`src/rtl/mdio_pkg.sv`:
```
package mdio_pkg;

    typedef enum logic [2:0] {
        ST_IDLE     = 3'd0,
        ST_PREAMBLE = 3'd1,
        ST_HEADER   = 3'd2,
        ST_TURN     = 3'd3,
        ST_DATA     = 3'd4
    } mdio_state_e;

    localparam logic [1:0] OP_READ = 2'b10;

endpackage

```
`src/rtl/mdio_mdc_gen.sv`:
```
module mdio_mdc_gen #(
    parameter int DIV_LOG_MIN = 3,
    parameter int CNT_W       = DIV_LOG_MIN + 2
) (
    input  logic       clk,
    input  logic       rst_n,
    input  logic       run,
    input  logic [1:0] sel,
    output logic       rise_tick,
    output logic       fall_tick
);
    logic [CNT_W-1:0] cnt_q;
    logic             high_q;
    logic [CNT_W-1:0] half_m1;
    logic             wrap;

    // Half period is 2^(DIV_LOG_MIN-1+sel) clocks.
    always_comb begin
        half_m1 = CNT_W'((1 << (DIV_LOG_MIN - 1 + int'(sel))) - 1);
    end

    assign wrap      = run && (cnt_q == half_m1);
    assign rise_tick = wrap && !high_q;
    assign fall_tick = wrap && high_q;

    always_ff @(posedge clk or negedge rst_n) begin
        if (!rst_n) begin
            cnt_q  <= '0;
            high_q <= 1'b0;
        end else if (!run) begin
            cnt_q  <= '0;
            high_q <= 1'b0;
        end else if (wrap) begin
            cnt_q  <= '0;
            high_q <= !high_q;
        end else begin
            cnt_q  <= cnt_q + 1'b1;
        end
    end
endmodule

```
`src/rtl/mdio_rx_capture.sv`:
```
module mdio_rx_capture #(
    parameter int WIDTH = 16
) (
    input  logic             clk,
    input  logic             rst_n,
    input  logic             clear,
    input  logic             shift_en,
    input  logic             din,
    output logic [WIDTH-1:0] word
);
    always_ff @(posedge clk or negedge rst_n) begin
        if (!rst_n) begin
            word <= '0;
        end else if (clear) begin
            word <= '0;
        end else if (shift_en) begin
            word <= {word[WIDTH-2:0], din};
        end
    end
endmodule

```
`src/rtl/mdio_frame_ctrl.sv`:
```
module mdio_frame_ctrl
    import mdio_pkg::*;
#(
    parameter int PREAMBLE_BITS = 32,
    parameter int ADDR_W        = 5,
    parameter int DATA_W        = 16,
    parameter int DIV_LOG_MIN   = 3
) (
    input  logic                                 clk,
    input  logic                                 rst_n,
    input  logic                                 mgmt_en,
    input  logic [1:0]                           mdc_div_sel,
    input  logic                                 cmd_wr,
    input  logic [4+2*ADDR_W+2+DATA_W-1:0]       cmd_wdata,
    output logic [4+2*ADDR_W+2+DATA_W-1:0]       cmd_rdata,
    output logic                                 idle,
    output logic                                 mdc,
    output logic                                 mdio_o,
    output logic                                 mdio_oe,
    input  logic                                 mdio_i
);
    localparam int HDR_BITS   = 4 + 2 * ADDR_W;
    localparam int TA_BITS    = 2;
    localparam int CMD_W      = HDR_BITS + TA_BITS + DATA_W;
    localparam int FRAME_BITS = PREAMBLE_BITS + CMD_W;
    localparam int BIT_W      = $clog2(FRAME_BITS + 1);
    localparam int CMD_IDX_W  = $clog2(CMD_W);
    localparam int CNT_W      = DIV_LOG_MIN + 2;
    localparam int OP_HI      = CMD_W - 3;
    localparam int OP_LO      = CMD_W - 4;
    localparam int RELEASE_AT = PREAMBLE_BITS + HDR_BITS;

    localparam logic [BIT_W-1:0] PRE_LAST  = BIT_W'(PREAMBLE_BITS - 1);
    localparam logic [BIT_W-1:0] HDR_LAST  = BIT_W'(PREAMBLE_BITS + HDR_BITS - 1);
    localparam logic [BIT_W-1:0] TA_LAST   = BIT_W'(PREAMBLE_BITS + HDR_BITS + TA_BITS - 1);
    localparam logic [BIT_W-1:0] LAST_IDX  = BIT_W'(FRAME_BITS - 1);

    mdio_state_e          state_q, state_d;
    logic [BIT_W-1:0]     bit_idx_q;
    logic [1:0]           div_sel_q;
    logic [CMD_W-1:0]     cmd_q;
    logic                 mdc_q, mdio_o_q, mdio_oe_q;
    logic                 accept, busy, is_read;
    logic                 rise_tick, fall_tick;
    logic                 rx_shift;
    logic [DATA_W-1:0]    rx_word;
    int                   nxt_idx;
    logic                 nxt_val, nxt_drive;

    assign busy    = (state_q != ST_IDLE);
    assign accept  = !busy && cmd_wr && mgmt_en;
    assign is_read = (cmd_q[OP_HI:OP_LO] == OP_READ);

    mdio_mdc_gen #(
        .DIV_LOG_MIN (DIV_LOG_MIN),
        .CNT_W       (CNT_W)
    ) u_mdc_gen (
        .clk       (clk),
        .rst_n     (rst_n),
        .run       (busy),
        .sel       (div_sel_q),
        .rise_tick (rise_tick),
        .fall_tick (fall_tick)
    );

    assign rx_shift = rise_tick && (state_q == ST_DATA) && is_read;

    mdio_rx_capture #(
        .WIDTH (DATA_W)
    ) u_rx_capture (
        .clk      (clk),
        .rst_n    (rst_n),
        .clear    (accept),
        .shift_en (rx_shift),
        .din      (mdio_i),
        .word     (rx_word)
    );

    // Next state: advance at the end of the last bit of each section.
    always_comb begin
        state_d = state_q;
        unique case (state_q)
            ST_IDLE:     if (accept) state_d = ST_PREAMBLE;
            ST_PREAMBLE: if (fall_tick && bit_idx_q == PRE_LAST) state_d = ST_HEADER;
            ST_HEADER:   if (fall_tick && bit_idx_q == HDR_LAST) state_d = ST_TURN;
            ST_TURN:     if (fall_tick && bit_idx_q == TA_LAST)  state_d = ST_DATA;
            ST_DATA:     if (fall_tick && bit_idx_q == LAST_IDX) state_d = ST_IDLE;
            default:     state_d = ST_IDLE;
        endcase
        if (busy && !mgmt_en) state_d = ST_IDLE;
    end

    // State register.
    always_ff @(posedge clk or negedge rst_n) begin
        if (!rst_n) state_q <= ST_IDLE;
        else        state_q <= state_d;
    end

    // Bit position within the frame and divider capture.
    always_ff @(posedge clk or negedge rst_n) begin
        if (!rst_n) begin
            bit_idx_q <= '0;
            div_sel_q <= 2'b00;
        end else if (accept) begin
            bit_idx_q <= '0;
            div_sel_q <= mdc_div_sel;
        end else if (busy && fall_tick) begin
            bit_idx_q <= bit_idx_q + 1'b1;
        end
    end

    // Value and drive of the bit that follows the current one.
    always_comb begin
        nxt_idx = int'(bit_idx_q) + 1;
        if (nxt_idx < PREAMBLE_BITS)
            nxt_val = 1'b1;
        else if (nxt_idx < FRAME_BITS)
            nxt_val = cmd_q[CMD_IDX_W'(CMD_W - 1 - (nxt_idx - PREAMBLE_BITS))];
        else
            nxt_val = 1'b0;
        nxt_drive = !is_read || (nxt_idx < RELEASE_AT);
    end

    // Output and command register process.
    always_ff @(posedge clk or negedge rst_n) begin
        if (!rst_n) begin
            mdc_q     <= 1'b0;
            mdio_o_q  <= 1'b0;
            mdio_oe_q <= 1'b0;
            cmd_q     <= '0;
        end else if (!busy) begin
            mdc_q     <= 1'b0;
            mdio_oe_q <= accept;
            mdio_o_q  <= accept;
            if (cmd_wr) cmd_q <= cmd_wdata;
        end else if (!mgmt_en) begin
            mdc_q     <= 1'b0;
            mdio_oe_q <= 1'b0;
            mdio_o_q  <= 1'b0;
        end else begin
            if (rise_tick) mdc_q <= 1'b1;
            if (fall_tick) begin
                mdc_q <= 1'b0;
                if (bit_idx_q == LAST_IDX) begin
                    mdio_oe_q <= 1'b0;
                    mdio_o_q  <= 1'b0;
                    if (is_read) cmd_q[DATA_W-1:0] <= rx_word;
                end else begin
                    mdio_oe_q <= nxt_drive;
                    mdio_o_q  <= nxt_drive && nxt_val;
                end
            end
        end
    end

    assign cmd_rdata = cmd_q;
    assign idle      = !busy;
    assign mdc       = mdc_q;
    assign mdio_o    = mdio_o_q;
    assign mdio_oe   = mdio_oe_q;
endmodule

```
`config.mk`:
```
export PLATFORM = sky130hd
export DESIGN_NAME = mdio_frame_ctrl
export DESIGN_NICKNAME = d
export VERILOG_FILES = /design/src/rtl/mdio_pkg.sv /design/src/rtl/mdio_mdc_gen.sv /design/src/rtl/mdio_rx_capture.sv /design/src/rtl/mdio_frame_ctrl.sv
export SDC_FILE = /design/constraint.sdc
export NUM_CORES = 1
export LEC_CHECK = 0
export ABC_AREA = 1
export BUFFER_PORTS_ARGS = -buffer_cell sky130_fd_sc_hd__buf_2
export CORE_MARGIN = 4
export CORE_UTILIZATION = 40
export DETAILED_ROUTE_END_ITERATION = 16
export GPL_TIMING_DRIVEN = 0
export PLACE_DENSITY_LB_ADDON = 0.12
export SLEW_MARGIN = 15
export SYNTH_ARGS = -nofsm -noshare
export SYNTH_HDL_FRONTEND = slang
export SYNTH_SLANG_ARGS = --single-unit
export TNS_END_PERCENT = 50
```
`constraint.sdc`:
```
create_clock -name clk -period 3.9 [get_ports clk]
set_clock_uncertainty 0.1 [all_clocks]
set_input_delay 0.975 -clock clk [delete_from_list [all_inputs] [get_ports clk]]
set_output_delay 0.975 -clock clk [all_outputs]
set_load 0.1 [all_outputs]
```
Yosys cells after proc, flatten, opt, wreduce, memory -nomap -nowiden
Index checks and enable logic that the tools add are counted.
Word-level totals
  flip-flop bits (word level): 69
  word-level logic and storage cells: 111
Operators by class
  add/subtract/negate cells: 7
  magnitude comparators: 4
  equal/unequal tests: 22
  shift-type cells: 1
  muxes and demuxes: 38
  bitwise operators: 1
  reduce and logical (&&, ||, !) cells: 27
Operators by type and width (number)
  16-bit 2-to-1 mux: 8
  1-bit by 32-bit left shift with 5-bit output, first input constant: 1
  7-bit by 6-bit == test with 1-bit output, second input constant: 3
  1-bit 2-to-1 mux: 18
  3-bit 2-to-1 mux: 6
  8-bit by 6-bit less-than comparator with 1-bit output, second input constant: 2
  3-bit case mux with 5 select lines: 1
  1-bit logical AND: 14
  7-bit 2-to-1 mux: 2
  3-bit inequality test, second input constant: 4
  5-bit 2-to-1 mux: 2
  5-bit AND reduction: 2
  7-bit by 1-bit adder with 8-bit output, second input constant: 1
  8-bit by 7-bit less-than comparator with 1-bit output, second input constant: 1
  2-bit by 1-bit inequality test with 1-bit output, second input constant: 4
  7-bit by 1-bit adder with 7-bit output, second input constant: 1
  7-bit by 5-bit == test with 1-bit output, second input constant: 1
  5-bit by 7-bit less-than comparator with 1-bit output, second input constant: 1
  3-bit by 2-bit == test with 1-bit output, second input constant: 2
  2-bit nonzero test: 3
  5-bit by 1-bit adder with 5-bit output, second input constant: 1
  1-bit binary-select mux with 5-bit select: 1
  5-bit == test: 1
  1-bit by 5-bit subtractor with 5-bit output, first input constant: 1
  16 further kinds: 19

Depth between registers and ports, before layout
Gate-level depths: netlist (run 1).
  word-level depth: 13
  mapped depth: 15
  mapped depth without buffers: 15

Modules after synthesis
Synthesis (run 1) repeated with hierarchy kept, for this count alone.
Second synthesis, totals
  cell total of the unflattened synthesis: 482
  area, all modules: 3643.5 um^2
By module, submodules not included
  mdio_frame_ctrl: times used 1, cells an instance 369, area an instance 2638.8 um^2
  mdio_rx_capture: times used 1, cells an instance 70, area an instance 650.6 um^2
  mdio_mdc_gen: times used 1, cells an instance 43, area an instance 354.1 um^2

Least setup slack after synthesis (run 1)
No wires, ideal clock.
  path kind: flip-flop to output port
  from: register state_q[0]
  to: output idle
  arrival time: 1.810 ns
  required time: 2.825 ns
  setup slack: 1.015 ns
  cell stages (with the launch flop): 5
  cells stage by stage: dfrtp_1 > nor2_2 > nand2_4 > inv_4 > clkbuf_1
Between the ends
  cells in the longest elaborated chain, start to end: 2
RTL lines
  start, declared: line mdio_frame_ctrl.sv:38  | mdio_state_e state_q, state_d;
  start signal, assigned: line mdio_frame_ctrl.sv:96  | else state_q <= state_d;
  3-bit nonzero test: line mdio_frame_ctrl.sv:50  | assign busy = (state_q != ST_IDLE);
  1-bit logical NOT
  end, declared: line mdio_frame_ctrl.sv:16  | output logic idle,
No other way between the ends.

Final worst setup path (run 1)
Ends and elaborated chain as after synthesis.

==> results of run 1 <==
layer usage:
layer  track usage, %  vias to the layer above  share of wire, %
li1                 -                     1625                 -
met1            25.38                     1526                45
met2            30.74                       88                48
met3            3.957                       16               5.5
met4            5.677                        0               1.4
met5                0                        -                 0
sequential cells by signal, summed over array words and instances, names as in the netlist:
signal and cells:
cmd_rdata 32, bit_idx_q 7, u_mdc_gen.cnt_q 5, mdc 1
u_rx_capture.word 16, u_mdc_gen.high_q 1, mdio_o 1, div_sel_q 2
mdio_oe 1, state_q 3
cell families after synthesis:
| family | synth area share, % |
|---|---|
| flops | 47.54 |
| fa+ha+maj | 1.378 |
| buf+inv | 7.510 |
| xor+xnor | 0.7235 |
| mux | 4.650 |
| simple gates | 24.66 |
| compound gates | 13.54 |
worst reg2reg max path, cell delays in order, from the launching register on:
cell and delay, ps:
dfrtp_1 400, inv_1 80, ha_1 340, clkbuf_1 390
o21ai_0 160, o211ai_1 210, nand3_1 90, nand2_1 90
nand2_1 60, nand3_1 80, nand3_1 70, nand2_1 70
layout by cell type, fill, tap and decap left out, types with 2 or more instances in the layout:
| cell | n |
|---|---|
| dfrtp_1 | 69 |
| inv_1 | 43 |
| buf_2 | 79 |
| nand2_4 | 3 |
| nor2_1 | 43 |
| nand3_1 | 45 |
| o211ai_1 | 10 |
| o21ai_1 | 5 |
| inv_2 | 2 |
| nor3_1 | 5 |
| xor2_1 | 2 |
| a31oi_1 | 11 |
| nor2_2 | 3 |
| o21ai_0 | 43 |
| nand2_1 | 93 |
| mux2_2 | 15 |
| clkbuf_1 | 10 |
| clkbuf_8 | 11 |
| ha_1 | 4 |
| buf_6 | 3 |
| buf_4 | 2 |
| a21oi_1 | 9 |
| o22ai_1 | 4 |
metrics by stage:
| stage | hold WS (ps) | area [sq um] |
|---|---|---|
| finish | 396.1 | 4360 |
| global route | 419.0 | 4360 |
| CTS | 399.7 | 4360 |
| detailed placement | 385.5 | 4168 |
| global placement | 375.5 | 4138 |
| floorplan | 356.3 | 3632 |
path summary, 6_finish.rpt:
kind | to | cells past startpoint | from
max in group asynchronous | bit_idx_q[1]$_DFFE_PN0P_ | 2 | rst_n
min | u_mdc_gen.cnt_q[0]$_DFF_PN0_ | 1 | u_mdc_gen.cnt_q[0]$_DFF_PN0_
max reg2reg | mdio_o$_DFFE_PN0P_ | 11 | bit_idx_q[1]$_DFFE_PN0P_
min in group asynchronous | mdio_oe$_DFFE_PN0P_ | 1 | rst_n
max | idle | 5 | state_q[0]$_DFFE_PN0P_
min reg2reg | u_mdc_gen.cnt_q[0]$_DFF_PN0_ | 1 | u_mdc_gen.cnt_q[0]$_DFF_PN0_
cell type report:
type                       instances  area (sq um)
clock inverter                     1         30.03
sequential                        69          1727
multi-input combinational        305          1633
timing repair buffer              75         400.4
fill                             868          4403
tap                              108         135.1
inverter                          46         175.2
buffer                            17         97.59
clock buffer                      14         162.7
==> impl_metrics.env, run 1 <==
export IMPL_vias=3255
export IMPL_die_h_um=103.3
export IMPL_ant_nets=0
export IMPL_h_tree_depth=3
export IMPL_ctsRootBufferMaster="clkbuf_8"
export IMPL_coreArea_sq_mm=0.008763
export IMPL_synth_warnings=0
export IMPL_die_area_sq_mm=0.01067
export IMPL_yosysSeqAreaShare_pct=47.54
export IMPL_post_cts_buffers=0
export IMPL_portBuffers=74
export IMPL_synth_enable_flop_cells=0
export IMPL_vias_per_cell=5.126
export IMPL_slew_headroom_pct=65.74
export IMPL_netlist_top_cells_count="nand2_1, dfrtp_1, nand3_1"
export IMPL_final_setup_viol_count=0
export IMPL_period_share_pct=83.30
export IMPL_grt_pass1_wl_um=15470
export IMPL_first_pass_iters=5
export IMPL_clk_pin_slew_ps=70
export IMPL_crit_path_max_fanout=10
export IMPL_grt_overflow_total=0
export IMPL_fin_crit_ps=3249
export IMPL_rows=34
export IMPL_ys_top_cells_by_area="dfrtp_1, nand2_1, nand3_1"
export IMPL_cp_required_ps=2820
export IMPL_synthArstFlopShare_pct=100.0
export IMPL_clockBufferDepth=2
export IMPL_cpPeakStageDelay_ps=520
export IMPL_die_width_um=103.3
export IMPL_path_cells="nor2_2, nand2_4, inv_4, clkbuf_1, buf_2"
export IMPL_netlist_instances=437
export IMPL_wl_per_cell_um=15.27
export IMPL_start_util_pct=41.45
export IMPL_place_gp_congestion=0.8153
export IMPL_hpwl_um=7297
export IMPL_path_buf_inv=3
export IMPL_rrSetupSlack_ps=1710
export IMPL_place_inst=620
export IMPL_antenna_found_initial=0
export IMPL_grt_pass1_vias=3179
export IMPL_synth_top_area_cell="dfrtp_1"
export IMPL_drive_above_1_share_pct=24.10
export IMPL_grt_max_degree=51
export IMPL_final_cell_count_no_fill=635
export IMPL_synthFlopType="dfrtp_1"
export IMPL_wl_um=9694
export IMPL_finalSetupTns_ps=0
export IMPL_rsz0062_at_grt="false"
export IMPL_cp_arrival_ps=2170
export IMPL_cp_slowest_cell="buf_2"
export IMPL_post_cts_resized=0
export IMPL_netlist_area_leader_share_pct=47.54
export IMPL_hold_viol_final=0
export IMPL_yosysMostFrequentCell="nand2_1"
export IMPL_status="completed"
export IMPL_fmax_mhz=307.8
export IMPL_ios=75
export IMPL_final_max_slew_viol_count=0
export IMPL_worst_slew_pin_slew_ps=517.5
export IMPL_worstSetupEndpointType="primary output"
export IMPL_synth_nets=480
export IMPL_critPathTopFamily="buffers and inverters"
export IMPL_clock_sinks=69
export IMPL_syn_avg_cell_area_sq_um=8.312
export IMPL_drt_initial_drc_count=138
export IMPL_setup_slack_ps=651.2
export IMPL_utilization_pct=49.76
export IMPL_syn_area_sq_mm=0.003632
export IMPL_hp_class="reg2reg"
export IMPL_ys_ff_latch=69
export IMPL_pre_cts_ws_ps=1024
export IMPL_drv_cap=0
export IMPL_critPathKind="reg2out"
export IMPL_clock_latency_ps=340
export IMPL_cts_tree="yes"
export IMPL_num_antenna_cells=0
export IMPL_yosysUniqueCellTypes=33
export IMPL_nNetsFinal=566
export IMPL_drc_errors=0
export IMPL_cts_buffers=9
export IMPL_cp_start_kind="register"
export IMPL_area_growth_pct=20.05
export IMPL_cts_hold_buffers=0
export IMPL_grt_use_total_pct=18.87
Power of run 1 is not shown: default switching activity piles up to over one toggle a cycle in this logic, so the estimate is an artifact.
==> run 2, diff against run 1 <==
==> constraint.sdc (replaced) <==
create_clock -name clk -period 3.05 [get_ports clk]
set_clock_uncertainty 0.1 [all_clocks]
set_input_delay 0.7625 -clock clk [delete_from_list [all_inputs] [get_ports clk]]
set_output_delay 0.7625 -clock clk [all_outputs]
set_load 0.1 [all_outputs]
==> impl_metrics.env, run 2 (synthesis gave the netlist of run 1 again) <==
export IMPL_status="completed"
export IMPL_h_tree_depth=3
export IMPL_start_util_pct=41.45
export IMPL_grt_pass1_wl_um=15470
export IMPL_slew_headroom_pct=65.74
export IMPL_first_pass_iters=5
export IMPL_antenna_found_initial=0
export IMPL_ant_nets=0
export IMPL_clock_latency_ps=340
export IMPL_clock_sinks=69
export IMPL_critPathKind="reg2out"
export IMPL_die_area_sq_mm=0.01067
export IMPL_largest_reg_flops=32
export IMPL_grt_use_total_pct=18.87
export IMPL_fin_crit_ps=2573
export IMPL_clk_pin_slew_ps=70
export IMPL_crit_path_max_fanout=15
export IMPL_fmax_mhz=388.7
export IMPL_clockBufferDepth=2
export IMPL_fillCellCount=869
export IMPL_nNetsFinal=565
export IMPL_r2r_cells=9
export IMPL_num_antenna_cells=0
export IMPL_ctsRootBufferMaster="clkbuf_8"
export IMPL_die_h_um=103.3
export IMPL_dpl_instance_area_sq_mm=0.004168
export IMPL_period_share_pct=84.35
export IMPL_ios=75
export IMPL_drc_errors=0
export IMPL_final_common_cell="nand2_1"
export IMPL_cts_hold_buffers=0
export IMPL_coreArea_sq_mm=0.008763
export IMPL_rows=34
export IMPL_timing_rr_start="state_q[0]$_DFFE_PN0P_"
export IMPL_area_growth_pct=20.01
export IMPL_fin_area_sq_mm=0.004359
export IMPL_worstSetupEndpointType="primary output"
export IMPL_vias=3235
export IMPL_vias_per_cell=5.103
export IMPL_die_width_um=103.3
export IMPL_drv_cap=0
export IMPL_place_gp_congestion=0.8153
export IMPL_grt_max_degree=51
export IMPL_utilization_pct=49.74
export IMPL_finalSetupTns_ps=0
export IMPL_grt_overflow_total=0
export IMPL_hp_class="in2async"
export IMPL_r2r_end="u_rx_capture.word[1]$_DFFE_PN0P_"
export IMPL_portBuffers=74
export IMPL_cts_buffers=9
export IMPL_rrSetupSlack_ps=790
export IMPL_final_max_slew_viol_count=0
export IMPL_worst_slew_pin_slew_ps=517.5
export IMPL_drive_above_1_share_pct=24.14
export IMPL_hold_viol_final=0
export IMPL_cts_tree="yes"
export IMPL_cp_required_ps=2190
export IMPL_cp_start_kind="register"
export IMPL_hpwl_um=7297
export IMPL_wl_per_cell_um=15.27
export IMPL_wl_um=9679
export IMPL_final_setup_viol_count=0
export IMPL_grt_pass1_vias=3179
export IMPL_drt_initial_drc_count=161
export IMPL_cp_arrival_ps=1710
export IMPL_rsz0062_at_grt="false"
export IMPL_mostFrequentLayoutCells="nand2_1, buf_2, dfrtp_1"
## run 2: changes by cell type in the layout (fill, tap and decap cells not counted), sizes merged
cell,delta
buf,-1
## run 2: layer usage
layer	global-route usage [%]	vias to the layer above	share of wire (%)
met4	5.677	0	1.1
met5	0	-	0
met3	3.957	11	5.2
met1	25.38	1516	45
met2	30.74	83	49
li1	-	1625	-
## run 2: through the flow
step                worst slack (ps)  hold WS (ps)  instances
finish                         477.4         206.3        634
global route                   411.4         206.5        634
CTS                            3.638         192.3        635
detailed placement             386.8         385.5        620
global placement               422.9         375.5        619
floorplan                      377.0         356.3        437
## run 2: how the worst max path moves through the flow
stage	start	endpoint	slack, ps
floorplan	state_q[0]$_DFFE_PN0P_	idle	380
global placement	state_q[0]$_DFFE_PN0P_	idle	420
detailed placement	state_q[0]$_DFFE_PN0P_	idle	390
CTS	state_q[0]$_DFFE_PN0P_	idle	4
global route	state_q[0]$_DFFE_PN0P_	idle	410
finish	state_q[0]$_DFFE_PN0P_	idle	480
## run 2: cell type report
class	count	area [sq um]	share of cell area (%)
plain buffers	16	93.84	2.153
clock buffers	14	162.7	3.731
clock inverters	1	30.03	0.6889
inverters	46	175.2	4.018
multi-input cells	305	1633	37.46
flip-flops and latches	69	1727	39.61
well taps	108	135.1	3.100
repair buffers	75	402.9	9.242
## run 2: what timing repair did
action | in CTS | in global routing
gates resized for setup | 0 | 1
setup buffers | 0 | 0
endpoints found under the setup margin | 0 | 1
## run 2: critical path: stages, from the launching register on
cell,delay [ps]
dfrtp_1,450
nor2_2,200
nand2_4,120
inv_4,210
clkbuf_4,380
Power of run 2 is left out for the same reason.
